--- src/rtl/tmr_bus_pkg.sv ---
// Shared types for the timer register interface.
package tmr_bus_pkg;
    // Access kind field of a control byte
    typedef enum logic [1:0] {
        ACC_LATCH = 2'b00,
        ACC_LO    = 2'b01,
        ACC_HI    = 2'b10,
        ACC_WORD  = 2'b11
    } acc_e;

    localparam logic [1:0] CTRL_ADDR = 2'd3;
endpackage

--- src/rtl/tmr_bus_decode.sv ---
// Address and control-byte decoder.
// Turns the bus strobes into per-channel hit signals and splits a control
// byte into its fields. Assumes single-cycle rd/wr strobes; when rd and wr
// are high together, only the write is decoded.
module tmr_bus_decode
    import tmr_bus_pkg::*;
#(
    parameter int NCH = 3,
    parameter int DW  = 8
) (
    input  logic          sel,
    input  logic          rd,
    input  logic          wr,
    input  logic [1:0]    addr,
    input  logic [DW-1:0] wdata,
    output logic [NCH-1:0] wr_hit,
    output logic [NCH-1:0] rd_hit,
    output logic [NCH-1:0] cfg_we,
    output logic [NCH-1:0] latch_cmd,
    output acc_e          cfg_acc,
    output logic [2:0]    cfg_mode,
    output logic          cfg_bcd
);
    logic       ctl_hit;
    logic [1:0] ctl_ch;

    // Field extraction of the control byte
    always_comb begin
        ctl_hit  = sel && wr && (addr == CTRL_ADDR);
        ctl_ch   = wdata[7:6];
        cfg_acc  = acc_e'(wdata[5:4]);
        cfg_mode = wdata[3:1];
        cfg_bcd  = wdata[0];
    end

    genvar i;
    generate
        for (i = 0; i < NCH; i++) begin : g_hit
            // Per-channel strobe decode
            always_comb begin
                wr_hit[i]    = sel && wr && (addr == 2'(i));
                rd_hit[i]    = sel && rd && !wr && (addr == 2'(i));
                cfg_we[i]    = ctl_hit && (ctl_ch == 2'(i)) && (cfg_acc != ACC_LATCH);
                latch_cmd[i] = ctl_hit && (ctl_ch == 2'(i)) && (cfg_acc == ACC_LATCH);
            end
        end
    endgenerate
endmodule

--- src/rtl/tmr_bus_chan.sv ---
// One channel's register port.
// Holds mode, BCD flag and access kind; sequences byte writes into a
// 16-bit load; keeps the latch hold register; selects the read byte.
// Assumes cfg_we, latch_cmd, wr_hit and rd_hit are mutually exclusive.
module tmr_bus_chan
    import tmr_bus_pkg::*;
#(
    parameter int DW = 8,
    localparam int CW = 2 * DW
) (
    input  logic          clk,
    input  logic          rst_n,
    input  logic          cfg_we,
    input  acc_e          cfg_acc,
    input  logic [2:0]    cfg_mode,
    input  logic          cfg_bcd,
    input  logic          latch_cmd,
    input  logic          wr_hit,
    input  logic          rd_hit,
    input  logic [DW-1:0] wdata,
    input  logic [CW-1:0] live,
    output logic [2:0]    mode,
    output logic          bcd,
    output logic          ld_stb,
    output logic [CW-1:0] ld_val,
    output logic          latch_req,
    output logic [DW-1:0] rd_byte
);
    acc_e          acc_q;
    logic          wr_ff;
    logic          rd_ff;
    logic          latched;
    logic [DW-1:0] lo_buf;
    logic [CW-1:0] hold;
    logic [CW-1:0] src;

    // Configuration, write sequencing, latch capture and read ordering
    always_ff @(posedge clk) begin
        if (!rst_n) begin
            acc_q     <= ACC_WORD;
            mode      <= '0;
            bcd       <= 1'b0;
            wr_ff     <= 1'b0;
            rd_ff     <= 1'b0;
            latched   <= 1'b0;
            lo_buf    <= '0;
            hold      <= '0;
            ld_stb    <= 1'b0;
            ld_val    <= '0;
            latch_req <= 1'b0;
        end else begin
            ld_stb    <= 1'b0;
            latch_req <= 1'b0;
            if (cfg_we) begin
                acc_q <= cfg_acc;
                mode  <= cfg_mode;
                bcd   <= cfg_bcd;
                wr_ff <= 1'b0;
                rd_ff <= 1'b0;
            end
            if (latch_cmd && !latched) begin
                hold      <= live;
                latched   <= 1'b1;
                latch_req <= 1'b1;
            end
            if (wr_hit) begin
                unique case (acc_q)
                    ACC_LO: begin
                        ld_val <= {{DW{1'b0}}, wdata};
                        ld_stb <= 1'b1;
                    end
                    ACC_HI: begin
                        ld_val <= {wdata, {DW{1'b0}}};
                        ld_stb <= 1'b1;
                    end
                    ACC_WORD: begin
                        if (!wr_ff) begin
                            lo_buf <= wdata;
                            wr_ff  <= 1'b1;
                        end else begin
                            ld_val <= {wdata, lo_buf};
                            ld_stb <= 1'b1;
                            wr_ff  <= 1'b0;
                        end
                    end
                    default: ;
                endcase
            end
            if (rd_hit) begin
                if (acc_q == ACC_WORD) rd_ff <= !rd_ff;
                if (latched && (acc_q != ACC_WORD || rd_ff)) latched <= 1'b0;
            end
        end
    end

    // Read byte selection from the hold or the live count
    always_comb begin
        src = latched ? hold : live;
        unique case (acc_q)
            ACC_LO:   rd_byte = src[DW-1:0];
            ACC_HI:   rd_byte = src[CW-1:DW];
            ACC_WORD: rd_byte = rd_ff ? src[CW-1:DW] : src[DW-1:0];
            default:  rd_byte = '0;
        endcase
    end

    p_first_byte_quiet_r6: assert property (@(posedge clk) disable iff (!rst_n)
        (wr_hit && acc_q == ACC_WORD && !wr_ff) |=> !ld_stb);
    p_hold_stable_r4: assert property (@(posedge clk) disable iff (!rst_n)
        (latched && !rd_hit) |=> (latched && $stable(hold)));
    p_release_single_r5: assert property (@(posedge clk) disable iff (!rst_n)
        (latched && rd_hit && acc_q != ACC_WORD) |=> !latched);
    p_order_reset_r9: assert property (@(posedge clk) disable iff (!rst_n)
        cfg_we |=> (!wr_ff && !rd_ff));
    p_strobe_cause_r12: assert property (@(posedge clk) disable iff (!rst_n)
        ld_stb |-> $past(wr_hit));
endmodule

--- src/rtl/tmr_bus_if.sv ---
// Top of the byte-wide timer register interface.
// Decodes the bus, instantiates one channel port per timer and merges
// the read bytes. Assumes synchronous single-cycle strobes in the clk domain.
module tmr_bus_if
    import tmr_bus_pkg::*;
#(
    parameter int NCH = 3,
    parameter int DW  = 8,
    localparam int CW = 2 * DW
) (
    input  logic              clk,
    input  logic              rst_n,
    input  logic              sel,
    input  logic              rd,
    input  logic              wr,
    input  logic [1:0]        addr,
    input  logic [DW-1:0]     wdata,
    output logic [DW-1:0]     rdata,
    input  logic [NCH*CW-1:0] live_cnt,
    output logic [NCH*3-1:0]  ch_mode,
    output logic [NCH-1:0]    ch_bcd,
    output logic [NCH-1:0]    ld_stb,
    output logic [NCH*CW-1:0] ld_val,
    output logic [NCH-1:0]    latch_req
);
    logic [NCH-1:0]    wr_hit, rd_hit, cfg_we, latch_cmd;
    acc_e              cfg_acc;
    logic [2:0]        cfg_mode;
    logic              cfg_bcd;
    logic [NCH*DW-1:0] rd_bytes;

    tmr_bus_decode #(.NCH(NCH), .DW(DW)) u_dec (
        .sel(sel), .rd(rd), .wr(wr), .addr(addr), .wdata(wdata),
        .wr_hit(wr_hit), .rd_hit(rd_hit), .cfg_we(cfg_we),
        .latch_cmd(latch_cmd), .cfg_acc(cfg_acc), .cfg_mode(cfg_mode),
        .cfg_bcd(cfg_bcd)
    );

    genvar i;
    generate
        for (i = 0; i < NCH; i++) begin : g_ch
            tmr_bus_chan #(.DW(DW)) u_ch (
                .clk(clk), .rst_n(rst_n),
                .cfg_we(cfg_we[i]), .cfg_acc(cfg_acc), .cfg_mode(cfg_mode),
                .cfg_bcd(cfg_bcd), .latch_cmd(latch_cmd[i]),
                .wr_hit(wr_hit[i]), .rd_hit(rd_hit[i]), .wdata(wdata),
                .live(live_cnt[i*CW +: CW]),
                .mode(ch_mode[i*3 +: 3]), .bcd(ch_bcd[i]),
                .ld_stb(ld_stb[i]), .ld_val(ld_val[i*CW +: CW]),
                .latch_req(latch_req[i]), .rd_byte(rd_bytes[i*DW +: DW])
            );
        end
    endgenerate

    // Read data merge: only the addressed channel drives, else zero
    always_comb begin
        rdata = '0;
        for (int k = 0; k < NCH; k++)
            if (rd_hit[k]) rdata = rd_bytes[k*DW +: DW];
    end

    p_one_load_r12: assert property (@(posedge clk) disable iff (!rst_n)
        $onehot0(ld_stb));
    p_sel_gate_r1: assert property (@(posedge clk) disable iff (!rst_n)
        !sel |=> (ld_stb == '0 && latch_req == '0));
endmodule

--- config.mk ---
export PLATFORM = sky130hd
export DESIGN_NAME = tmr_bus_if
export DESIGN_NICKNAME = d
export VERILOG_FILES = /design/src/rtl/tmr_bus_pkg.sv /design/src/rtl/tmr_bus_decode.sv /design/src/rtl/tmr_bus_chan.sv /design/src/rtl/tmr_bus_if.sv
export SDC_FILE = /design/constraint.sdc
export NUM_CORES = 1
export LEC_CHECK = 0
export BUFFER_PORTS_ARGS = -buffer_cell sky130_fd_sc_hd__buf_2
export CAP_MARGIN = 15
export CELL_PAD_IN_SITES_DETAIL_PLACEMENT = 0
export CELL_PAD_IN_SITES_GLOBAL_PLACEMENT = 1
export CORE_ASPECT_RATIO = 0.7
export CORE_MARGIN = 1
export CORE_UTILIZATION = 30
export DETAILED_ROUTE_END_ITERATION = 10
export GPL_TIMING_DRIVEN = 0
export PLACE_DENSITY = 0.61
export SLEW_MARGIN = 10
export SYNTH_ARGS = -nofsm -noshare
export SYNTH_HDL_FRONTEND = slang
export SYNTH_SLANG_ARGS = --single-unit
--- constraint.sdc ---
create_clock -name clk -period 2.29 [get_ports clk]
set_input_delay 0.458 -clock clk [delete_from_list [all_inputs] [get_ports clk]]
set_output_delay 0.458 -clock clk [all_outputs]
set_load 0.02 [all_outputs]
# Word level (Yosys, flattened, before mapping)
# Cells that the tools add are included.
# Widths: inputs -> output; s select.
# word_totals
n_memories	0
mem_bits_ro	0
inputBits	63
latchBits	0
mem_bits_rw	0
reg_bits	153
# op_classes
n_mux	57
n_addsub	0
n_div	0
order_cmp	0
reduce_logical	54
eq_ne	20
bitwise	3
multipliers	0
n_shift	0
# ops
cell	n
$pmux 16 s3	3
$mux 16	6
$pmux 8 s3	3
$mux 8	6
$mux 1	36
$logic_and 1x1->1	25
$eq 2x2->1 const B	9
$reduce_and 3->1	6
$eq 2x1->1 const B	5
$reduce_bool 3->1	3
$logic_not 1->1	7
$logic_not 2->1	3
$ne 2x1->1 const B	3
$ne 2x2->1 const B	3
$pmux 1 s2	3
$reduce_and 2->1	3
$reduce_or 2->1	3
$logic_or 1x1->1	3
$not 1->1	3
$reduce_bool 2->1	1

# Longest topological paths before layout
# Gate-level depths: netlist of the first run.
# logic_depth
ltp_word	8
mapped_depth	8
mapped_depth_nobuf	6

# Cells and area by module
# From an unflattened synthesis of the first run, not the netlist that was laid out.
# hier_totals
cells_unflattened	872
hier_area_um2	7763.7
# modules_own_cells
module	area_per_inst_um2	instances	cells_each
tmr_bus_chan at g_ch[0].u_ch ...	2458.6	2	271
tmr_bus_chan at g_ch[2].u_ch	2444.8	1	271
tmr_bus_if	219.0	1	35
tmr_bus_decode	182.7	1	24

# Worst setup path before layout of the first run
# No wires, ideal clock.
# synth_timing
path_type	register to output
startpoint	register g_ch[1].u_ch.acc_q[0]
endpoint	output rdata[6]
n_path_buf	1
stages_incl_launch_ff	7
slack_ps	159
t_arrival_ps	1673
path_cell_list	dfxtp_1 -> inv_1 -> ha_1 -> clkbuf_1 -> a21oi_1 -> o22ai_1 -> a211o_1
# synth_between
elab_chain_cells	4
elab_cells_between_ends	6
# synth_lines
item	line	text
start, declared	tmr_bus_chan.sv:29	acc_e acc_q;
start signal, assigned	tmr_bus_chan.sv:55	acc_q <= cfg_acc;
$eq 2x2->1 / $eq 2x1->1 (equally long branches)	tmr_bus_chan.sv:99	unique case (acc_q)
$pmux 8 s3 *	tmr_bus_chan.sv:99	
$mux 8 * (2 in series)	tmr_bus_if.sv:59	if (rd_hit[k]) rdata = rd_bytes[k*DW +: DW];
end, declared	tmr_bus_if.sv:18	output logic [DW-1:0] rdata,
# Every way passes the cells marked *; elsewhere a longest branch is shown, timed or not.

# Worst setup path in the final report of the first run
# layout_timing
startpoint	register g_ch[0].u_ch.latched
endpoint	output rdata[0]
# layout_between
elab_chain_cells	6
# layout_lines
item	line	text
start, declared	tmr_bus_chan.sv:32	logic latched;
start signal, assigned	tmr_bus_chan.sv:45	latched <= 1'b0;
start signal, assigned	tmr_bus_chan.sv:63	latched <= 1'b1;
start signal, assigned	tmr_bus_chan.sv:91	if (latched && (acc_q != ACC_WORD || rd_ff)) latched <= 1'b0;
$mux 16 *	tmr_bus_chan.sv:98	src = latched ? hold : live;
$mux 8	tmr_bus_chan.sv:102	ACC_WORD: rd_byte = rd_ff ? src[CW-1:DW] : src[DW-1:0];
$pmux 8 s3 *	tmr_bus_chan.sv:99	
$mux 8 * (3 in series)	tmr_bus_if.sv:59	
# Marks and branches as above.

==> qor.yml, run 1 <==
dp_hpwl_mm: 17.0
hold_violations: 0
synth-edff-count: 0
h-tree-depth: 4
rows: 47
crit_path_start_kind: "flop"
drv_slew: 0
area_growth_pct: 34.9
grt_pass1_vias: 6163
status: "complete, but fails checks"
synth_most_common_cell: "dfxtp_1"
insertion_delay_ns: 0.44
drt_iter0_drc: 400
gr-usage-met1: 0.292
syn-num-nets: 906
ant_nets: 0
cts_sinks: 153
vias: 6530
first_pass_iters: 5
drive_above_1_share: 0.341
synth_top_family_by_area: "simple AND/OR/NAND/NOR gates"
syn_avg_cell_area_um2: 8.81
synth_fa_ha_area_frac: 0.0222
worstPathArrival_ns: 1.93
cts_buffers: 17
clock.fmax_mhz: 418
design_area_um2: 9860
antenna_found_initial: 1
min_period_ns: 2.39
netlist.area_leader.share: 0.419
place.gp.congestion: 0.774
crit_path_end_kind: "output port"
io_pins: 137
n_antenna_cell: 0
grtUsageMet3: 0.0432
met2_usage: 0.276
vias_per_cell: 4.91
worst_slew_pin_slew_ns: 0.870
crit_required_ns: 1.83
clockBufferDepth: 2
grt_pass1_wl_mm: 36.8
yosys-mux-area-fraction: 0.153
fin_ws_ns: -0.102
synth.area.top_cells: "dfxtp_1, mux2i_1, a21oi_1"
die-area_um2: 25000
track_usage: 0.195
placedInstanceArea_um2: 8360
worst_clock_skew_ns: 0.00882
setup_violations: 8
yosysTopAreaCell: "dfxtp_1"
fin_crit_sh: 1.04
drc: 0
cts-root-buf: "clkbuf_16"
dp_cells: 1278
synth_seq_cells: 153
cellPowerDensity_nw_per_um2: 607
coreArea_um2: 23800
synthXorXnorAreaFrac: 0
fin_util: 0.415
tritoncts: "yes"
synth_ff_type: "dfxtp_1"
clk_pin_slew_worst_paths_ns: 0.06
syn_inst: 830
grt_max_degree: 17
synthTopCellsByCount: "dfxtp_1, nor2_1, nand2_1"
hold_path_class: "input pin to flop"
fin_cells: 1330
grt_overflow: 0
die_w_um: 189
synth-simple-area-share: 0.205
crit_type: "flop to output port"
grt_busiest_layer: "met1"
relSlewSlack: 0.420
nets: 1076
routedWlPerCell_um: 18.2
synth_warnings: 0
dieHeight_um: 133
cp_max_fo: 5
ys_seq_area_frac: 0.419
cap_violations: 0
hold_ws_ns: 0.266
ys_async_sr_fraction: 0
max-vdd-ir-drop_mv: 0.548
port_buffers: 130
violations: "setup timing"
power.static_leakage_nw: 4.24
ys_types: 46
rsz0062_at_grt: "yes"
start_util: 0.308
synth_compound_area_frac: 0.134
syn-cell-area_um2: 7310
drt_wl_total_mm: 24.3
## power by group
part           switching, mW  internal, mW
Sequential            0.0134          2.68
Combinational          0.311         0.199
Clock                   1.19          1.59
Total                   1.52          4.47
## flip-flops by register name (all words and copies together), names as in the netlist
name	cells
g_ch.u_ch.acc_q	6
g_ch.u_ch.ld_stb	3
g_ch.u_ch.wr_ff	3
g_ch.u_ch.latched	3
g_ch.u_ch.latch_req	3
g_ch.u_ch.bcd	3
g_ch.u_ch.ld_val	48
g_ch.u_ch.hold	48
g_ch.u_ch.lo_buf	24
g_ch.u_ch.mode	9
g_ch.u_ch.rd_ff	3
## layout make-up
class                   instances  area [µm²]
fillers                      2435       13900
plain buffers                  76         497
inverters                       9        33.8
well taps                     318         398
clock buffers                  19         433
repair buffers                152         991
multi-input cells             591        4300
clock inverters                12         129
flip-flops and latches        153        3090
## cell usage in the layout (no fill, tap or decap), types with 4 or more instances in the layout
master       n
a211o_1      8
a211oi_1    16
a21oi_1     65
a21oi_2      5
a21oi_4      4
a221o_1      4
a311oi_1     4
a311oi_2     4
buf_12       4
buf_2      131
buf_4       26
buf_6       26
clkbuf_1    35
clkbuf_16   17
clkinv_2     4
dfxtp_1    145
dfxtp_4      5
ha_4         8
inv_1        6
mux2_2      14
mux2_4      17
mux2i_1     69
mux2i_4      5
nand2_1     77
nand2_2      6
nand3_1     48
nand3_2      8
nor2_1      92
nor2b_1      6
nor3_1      19
nor3b_1     16
o21ai_0     22
o21ai_2      8
o22ai_4      5
or2_2        4
## through the flow
stage	setup WS (ns)	total power, mW	TNS (ns)
final	-0.102	5.98	-0.734
after global routing	-0.165	6.18	-1.21
after CTS	-0.116	6.03	-0.823
after detailed placement	-0.559	3.18	-4.00
after global placement	-0.536	3.18	-3.83
after floorplan	0.159	2.98	0
## critical path, stage by stage (launching register included)
cell and delay [ns]:
dfxtp_2 0.33, buf_6 0.13, buf_16 0.12, mux2_4 0.30, o21ai_2 0.08, a21oi_2 0.09, a211o_1 0.30, buf_6 0.14
## path summary, 6_finish.rpt
check,start,to,slack [ns],depth (start not counted)
worst max-delay path,g_ch[0].u_ch.latched$_SDFF_PN0_,rdata[0],-0.10,7
worst min-delay path,live_cnt[4],g_ch[0].u_ch.hold[4]$_SDFFE_PN0P_,0.27,3
worst max register to register,g_ch[1].u_ch.acc_q[0]$_SDFFE_PN1P_,g_ch[1].u_ch.ld_val[7]$_SDFFE_PN0P_,0.06,9
worst min register to register,g_ch[1].u_ch.ld_val[14]$_SDFFE_PN0P_,g_ch[1].u_ch.ld_val[14]$_SDFFE_PN0P_,0.45,2
## routing by layer
metal | share of wire | wire (µm) | vias to the layer above
met5 | 0 | 0 | -
met1 | 0.53 | 12900 | 3104
li1 | - | - | 3262
met4 | 0.012 | 289 | 0
met3 | 0.044 | 1070 | 21
met2 | 0.41 | 10000 | 143
## kinds of logic after synthesis
kind of cell	Yosys count
AO/OA/AOI/OAI	161
buffers and inverters	87
adder cells (fa/ha/maj)	13
multiplexers	108
AND/OR/NAND/NOR	308
flip-flops	153
## what timing repair did
| action | CTS | global route |
|---|---|---|
| gates cloned | 4 | 0 |
| buffers inserted | 15 | 4 |
| hold buffers | 0 | 0 |
| resized for setup | 160 | 14 |
| pin swaps | 23 | 10 |
| endpoints found under the setup margin | 8 | 8 |
Power figures use the tool's default switching activity.
==> run 2, diff against run 1 <==
PLACE_DENSITY = 0.6   (was 0.61)
SYNTH_HIERARCHICAL = 1   (was unset)
==> run 2 against run 1 <==
  * The run still ends with setup timing left
  * Design area up 5.4%
  * Sequential share of layout area down 1.5 points
  * Wire length up 5.9%
  * Register-to-register slack better by 0.39 ns
  * Clock skew down 0.00057 ns
  * Die area up 6.1%
  * Total power up 7.0%
  * Critical path type unchanged
  * Largest cell class unchanged
  * Largest power group unchanged
  * Highest routed layer unchanged
==> qor.yml, run 2 <==
multi_input_area_um2: 4600
cts-root-buf: "clkbuf_16"
hold_violations: 0
crit_type: "flop to output port"
area_growth_pct: 33.9
grt_overflow: 0
synth_warnings: 6
syn-cell-area_um2: 7760
fin_util: 0.415
crit_family: "buffers and inverters"
ys_types: 45
crit_path_end_kind: "output port"
synth_most_common_cell: "dfxtp_1"
start_util: 0.310
insertion_delay_ns: 0.43
h-tree-depth: 4
reg2reg_slack_ns: 0.45
ff_latch_area_um2: 3090
cap_violations: 0
relSlewSlack: 0.555
cp_max_fo: 8
dp_hpwl_mm: 18.1
path_common_cell: "buf_6"
clk_pin_slew_worst_paths_ns: 0.07
antenna_found_initial: 0
dieHeight_um: 137
startpoint: "g_ch[0].u_ch/acc_q[1]$_SDFFE_PN1P_"
slowest_delay_ns: 0.38
synthTopCellsByCount: "dfxtp_1, a21oi_1, nand2_1"
r2r.worst_path.cells: 9
tritoncts: "yes"
synth_fa_ha_area_frac: 0.0242
synth_seq_cells: 153
nFillCells: 2530
drt_wl_total_mm: 25.7
cp.depth: 9
die_w_um: 194
power.static_leakage_nw: 4.10
hold_path_class: "input pin to flop"
crit_chain: "buf_6 > inv_6 > ha_4 > buf_4 > o21ai_2 > a21oi_4 > nand3b_1 > a21oi_2 > buf_6"
drc: 0
reg.largest.list: "g_ch.u_ch/hold: 48 flops, g_ch.u_ch/ld_val: 48 flops, g_ch.u_ch/lo_buf: 24 flops"
final_common_cell: "dfxtp_1"
worst_clock_skew_ns: 0.00824
nets: 1142
first_pass_iters: 4
min_period_ns: 2.48
ys_seq_area_frac: 0.395
syn-num-nets: 950
routedWlPerCell_um: 18.3
reg2reg_from: "g_ch[0].u_ch/acc_q[1]$_SDFFE_PN1P_"
cts_buffers: 17
violations: "setup timing"
vias: 6868
fin_ws_ns: -0.192
die-area_um2: 26500
clockBufferDepth: 2
worst_slew_pin_slew_ns: 0.667
drive_above_1_share: 0.385
r2r_end: "g_ch[0].u_ch/ld_val[0]$_SDFFE_PN0P_"
synth-edff-count: 0
clock.fmax_mhz: 403
syn_inst: 872
crit_required_ns: 1.83
synth_compound_area_frac: 0.210
final_cell_mix: "dfxtp_1, buf_2, nand2_1"
cts_sinks: 153
track_usage: 0.193
synth.area.top_cells: "dfxtp_1, a21oi_1, nand2_1"
yosysTopAreaCell: "dfxtp_1"
drv_slew: 0
ys_async_sr_fraction: 0
synth-simple-area-share: 0.182
rows: 48
setup_violations: 8
grt_pass1_wl_mm: 38.6
crit_path_start_kind: "flop"
status: "complete, but fails checks"
cp_num_buf_inv: 4
coreArea_um2: 25000
synth_top_family_by_area: "compound AO/OA/AOI/OAI gates"
ant_nets: 0
io_pins: 137
dp_cells: 1333
max-vdd-ir-drop_mv: 0.529
netlist.area_leader.share: 0.395
yosys-mux-area-fraction: 0.115
synthXorXnorAreaFrac: 0
drt_iter0_drc: 381
hold_ws_ns: 0.269
port_buffers: 136
place.gp.congestion: 0.769
total_power_mw: 6.40
fin_crit_sh: 1.08
cellPowerDensity_nw_per_um2: 616
rsz0062_at_grt: "yes"
tns_ns: -1.31
fin_cells: 1402
endpoint: "rdata[5]"
synth_ff_type: "dfxtp_1"
ctsHoldBuffers: 0
slowest_stage: "dfxtp_4"
vias_per_cell: 4.90
worstPathArrival_ns: 2.02
grt_max_degree: 17
grt_pass1_vias: 6490
syn_avg_cell_area_um2: 8.90
## run 2: cell count changes after synthesis, moves of 21 or more
cell      before  now
a21oi_1       74  144
a22oi_1        0   24
clkbuf_1      35   12
mux2_2        31    9
mux2i_1       77   36
nand2_1       83  133
nand3_1       49    0
nand4_1        3   24
nor2_1        94   41
o21ai_1        0   21
## run 2: what timing repair did
item                                    CTS  global route
pin swaps                                23            21
endpoints found under the setup margin    8             8
buffers inserted                         22            14
gates resized for setup                 124            41
gates cloned                              1             1
hold endpoints to repair                  0             0
## run 2: layout make-up
type | instances | area share
multi-input cells | 635 | 0.442
clock buffers | 25 | 0.0486
inverters | 15 | 0.00662
diodes | 1 | 0.000241
repair buffers | 174 | 0.100
clock inverters | 6 | 0.0130
plain buffers | 68 | 0.0525
flip-flops and latches | 153 | 0.298
well taps | 325 | 0.0391
## run 2: worst min path at each step
| stage | slack [ns] | endpoint | cells past startpoint | startpoint |
|---|---|---|---|---|
| after floorplan | 0.43 | g_ch[0].u_ch/hold[6]$_SDFFE_PN0P_ | 2 | g_ch[0].u_ch/hold[6]$_SDFFE_PN0P_ |
| after global placement | 0.44 | g_ch[1].u_ch/hold[6]$_SDFFE_PN0P_ | 2 | g_ch[1].u_ch/hold[6]$_SDFFE_PN0P_ |
| after detailed placement | 0.44 | g_ch[2].u_ch/hold[15]$_SDFFE_PN0P_ | 2 | g_ch[2].u_ch/hold[15]$_SDFFE_PN0P_ |
| after CTS | 0.25 | g_ch[1].u_ch/hold[11]$_SDFFE_PN0P_ | 3 | live_cnt[27] |
| after global routing | 0.25 | g_ch[2].u_ch/hold[3]$_SDFFE_PN0P_ | 3 | live_cnt[35] |
| final | 0.27 | g_ch[1].u_ch/hold[11]$_SDFFE_PN0P_ | 3 | live_cnt[27] |
## run 2: power breakdown
group          internal [mW]  switching, mW  leakage (nW)
combinational          0.239          0.355          2.56
sequential              2.67         0.0163          1.24
clock                   1.97           1.15         0.306
## run 2: kinds of logic after synthesis
kind of cell	after synthesis
and+or+nand+nor	277
AOI/OAI and AO/OA	265
DFF	153
buffers and inverters	84
muxes	78
adders and majority gates	15
## run 2: stage by stage
step | area, µm² | worst slack, ns
6_report | 10400 | -0.192
5_1_grt | 10400 | -0.272
4_1_cts | 10100 | -0.179
3_5_place_dp | 8860 | -0.332
3_3_place_gp | 8860 | -0.344
2_1_floorplan | 7770 | 0.175
## run 2: worst reg2reg max path: cells and delay by family (launching register included)
| kind | cells | cell delay [ns] |
|---|---|---|
| AO/OA/AOI/OAI | 1 | 0.10 |
| AND/OR/NAND/NOR | 2 | 0.34 |
| buffers and inverters | 5 | 0.69 |
| adder cells (fa/ha/maj) | 1 | 0.20 |
| flip-flops | 1 | 0.40 |
## run 2: routing by layer
metal | GRT usage | part of all wire | up-vias
li1 | - | - | 3461
met1 | 0.287 | 0.52 | 3273
met2 | 0.283 | 0.43 | 125
met3 | 0.0439 | 0.038 | 9
met4 | 0.0366 | 0.0060 | 0
met5 | 0 | 0 | -
==> run 3, diff against run 2 <==
BUFFER_PORTS_ARGS = -buffer_cell sky130_fd_sc_hd__buf_4   (was -buffer_cell sky130_fd_sc_hd__buf_2)
==> run 3 against run 2 <==
  * The flow still finishes with violations (setup timing)
  * Die area stayed put
  * Final cell count is 0.43% lower
  * Combinational power rose by 3%
  * Worst setup slack improved by 0.054 ns
==> qor.yml, run 3 (synthesis results as in run 2) <==
status: "complete, but fails checks"
violations: "setup timing"
wl_met3_um: 785
port_buffers: 136
nets: 1136
total_power_mw: 6.29
slowest_delay_ns: 0.40
cts_sinks: 153
clock.fmax_mhz: 412
ctsHoldBuffers: 0
rsz0062_at_grt: "yes"
insertion_delay_ns: 0.43
routedWlPerCell_um: 18.4
drc: 0
ant_nets: 0
tritoncts: "yes"
route.top_layer_used: "met4"
fin_crit_sh: 1.06
grt_pass1_wl_mm: 39.5
drv_slew: 0
reg.largest.list: "g_ch.u_ch/hold: 48 flops, g_ch.u_ch/ld_val: 48 flops, g_ch.u_ch/lo_buf: 24 flops"
dieHeight_um: 137
nFillCells: 2533
n_antenna_cell: 0
grt_overflow: 0
final_common_cell: "buf_4"
drive_above_1_share: 0.372
fin_ws_ns: -0.138
hold_violations: 0
crit_required_ns: 1.83
place.gp.congestion: 0.777
power.static_leakage_nw: 4.11
drt_wl_total_mm: 25.7
clk_pin_slew_worst_paths_ns: 0.07
coreArea_um2: 25000
hold_path_class: "input pin to flop"
crit_path_start_kind: "flop"
track_usage: 0.196
drt_iter0_drc: 373
crit_path_end_kind: "output port"
area_growth_pct: 36.7
cp_max_fo: 8
worstPathArrival_ns: 1.97
clockBufferDepth: 2
dp_cells: 1333
slowest_stage: "dfxtp_4"
h-tree-depth: 4
die_w_um: 194
setup_violations: 8
grt_pass1_vias: 6704
worst_slew_pin_slew_ns: 0.745
crit_chain: "ha_4 > and2b_4 > o21ai_1 > a21oi_4 > nand3b_1 > a21oi_2 > buf_4"
crit_type: "flop to output port"
cts_buffers: 17
vias_per_cell: 4.96
cellPowerDensity_nw_per_um2: 593
first_pass_iters: 5
vias: 6928
fin_cells: 1396
relSlewSlack: 0.504
antenna_found_initial: 0
cts-root-buf: "clkbuf_16"
wl_met1_mm: 13.6
cap_violations: 0
final_cell_mix: "buf_4, dfxtp_1, nand2_1"
dp_hpwl_mm: 18.2
dr_wl_met2_mm: 11.2
io_pins: 137
start_util: 0.310
max-vdd-ir-drop_mv: 0.506
min_period_ns: 2.43
worst_clock_skew_ns: 0.00573
die-area_um2: 26500
grt_max_degree: 17
rows: 48
tns_ns: -0.984
==> run 3: cell count changes in the layout (fill, tap and decap cells not counted), sizes merged <==
| cell | before | now |
|---|---|---|
| clkinv | 0 | 4 |
| diode | 1 | 0 |
| clkinvlp | 2 | 0 |
| clkbuf | 39 | 38 |
| buf | 228 | 222 |
==> run 3: cell type report <==
class                   instances  area (µm²)  share of cell area
multi-input cells             635        4560               0.430
flip-flops and latches        153        3090               0.291
repair buffers                167        1330               0.125
plain buffers                  69         552              0.0520
clock buffers                  24         462              0.0435
well taps                     325         407              0.0383
clock inverters                 8         144              0.0136
inverters                      15        66.3             0.00625
==> run 3: worst paths after layout <==
path / startpoint / to / slack (ns) / cells past startpoint
max: g_ch[0].u_ch/acc_q[0]$_SDFFE_PN1P_ / rdata[1] / -0.14 / 7
min: live_cnt[40] / g_ch[2].u_ch/hold[8]$_SDFFE_PN0P_ / 0.28 / 3
max reg2reg: g_ch[1].u_ch/acc_q[1]$_SDFFE_PN1P_ / g_ch[1].u_ch/ld_val[0]$_SDFFE_PN0P_ / 0.56 / 8
min reg2reg: g_ch[2].u_ch/hold[12]$_SDFFE_PN0P_ / g_ch[2].u_ch/hold[12]$_SDFFE_PN0P_ / 0.45 / 2
==> run 3: what timing repair did <==
item | in CTS | in global routing
endpoints found under the setup margin | 8 | 8
hold endpoints to repair | 0 | 0
resized for setup | 100 | 38
gates cloned | 2 | 1
pin swaps | 22 | 27
buffers inserted | 16 | 12
==> run 3: stage by stage <==
| stage | hold slack (ns) | cell area, µm² | utilization | setup WS [ns] |
|---|---|---|---|---|
| 6_report | 0.283 | 10600 | 0.424 | -0.138 |
| 3_3_place_gp | 0.437 | 9200 | 0.367 | -0.355 |
| 2_1_floorplan | 0.431 | 7770 | - | 0.175 |
| 4_1_cts | 0.261 | 10400 | 0.413 | -0.172 |
| 5_1_grt | 0.272 | 10600 | 0.424 | -0.249 |
| 3_5_place_dp | 0.445 | 9200 | 0.367 | -0.337 |
==> run 3: power breakdown <==
part / total [mW] / switching, mW / internal (mW)
Clock: 2.99 / 1.14 / 1.85
Sequential: 2.69 / 0.0166 / 2.68
Combinational: 0.613 / 0.348 / 0.265
==> run 3: per-layer routing <==
layer / vias to the layer above / GRT usage
met5: - / 0
met4: 0 / 0.0392
met3: 13 / 0.0377
met2: 114 / 0.294
met1: 3350 / 0.289
li1: 3451 / -
==> run 3: worst max-delay path: cells and delay by family (launching register included) <==
family | cells | cell delay, ns
AO/OA/AOI/OAI | 3 | 0.44
flip-flops | 1 | 0.40
AND/OR/NAND/NOR | 2 | 0.36
adder cells (fa/ha/maj) | 1 | 0.17
buffers and inverters | 1 | 0.16
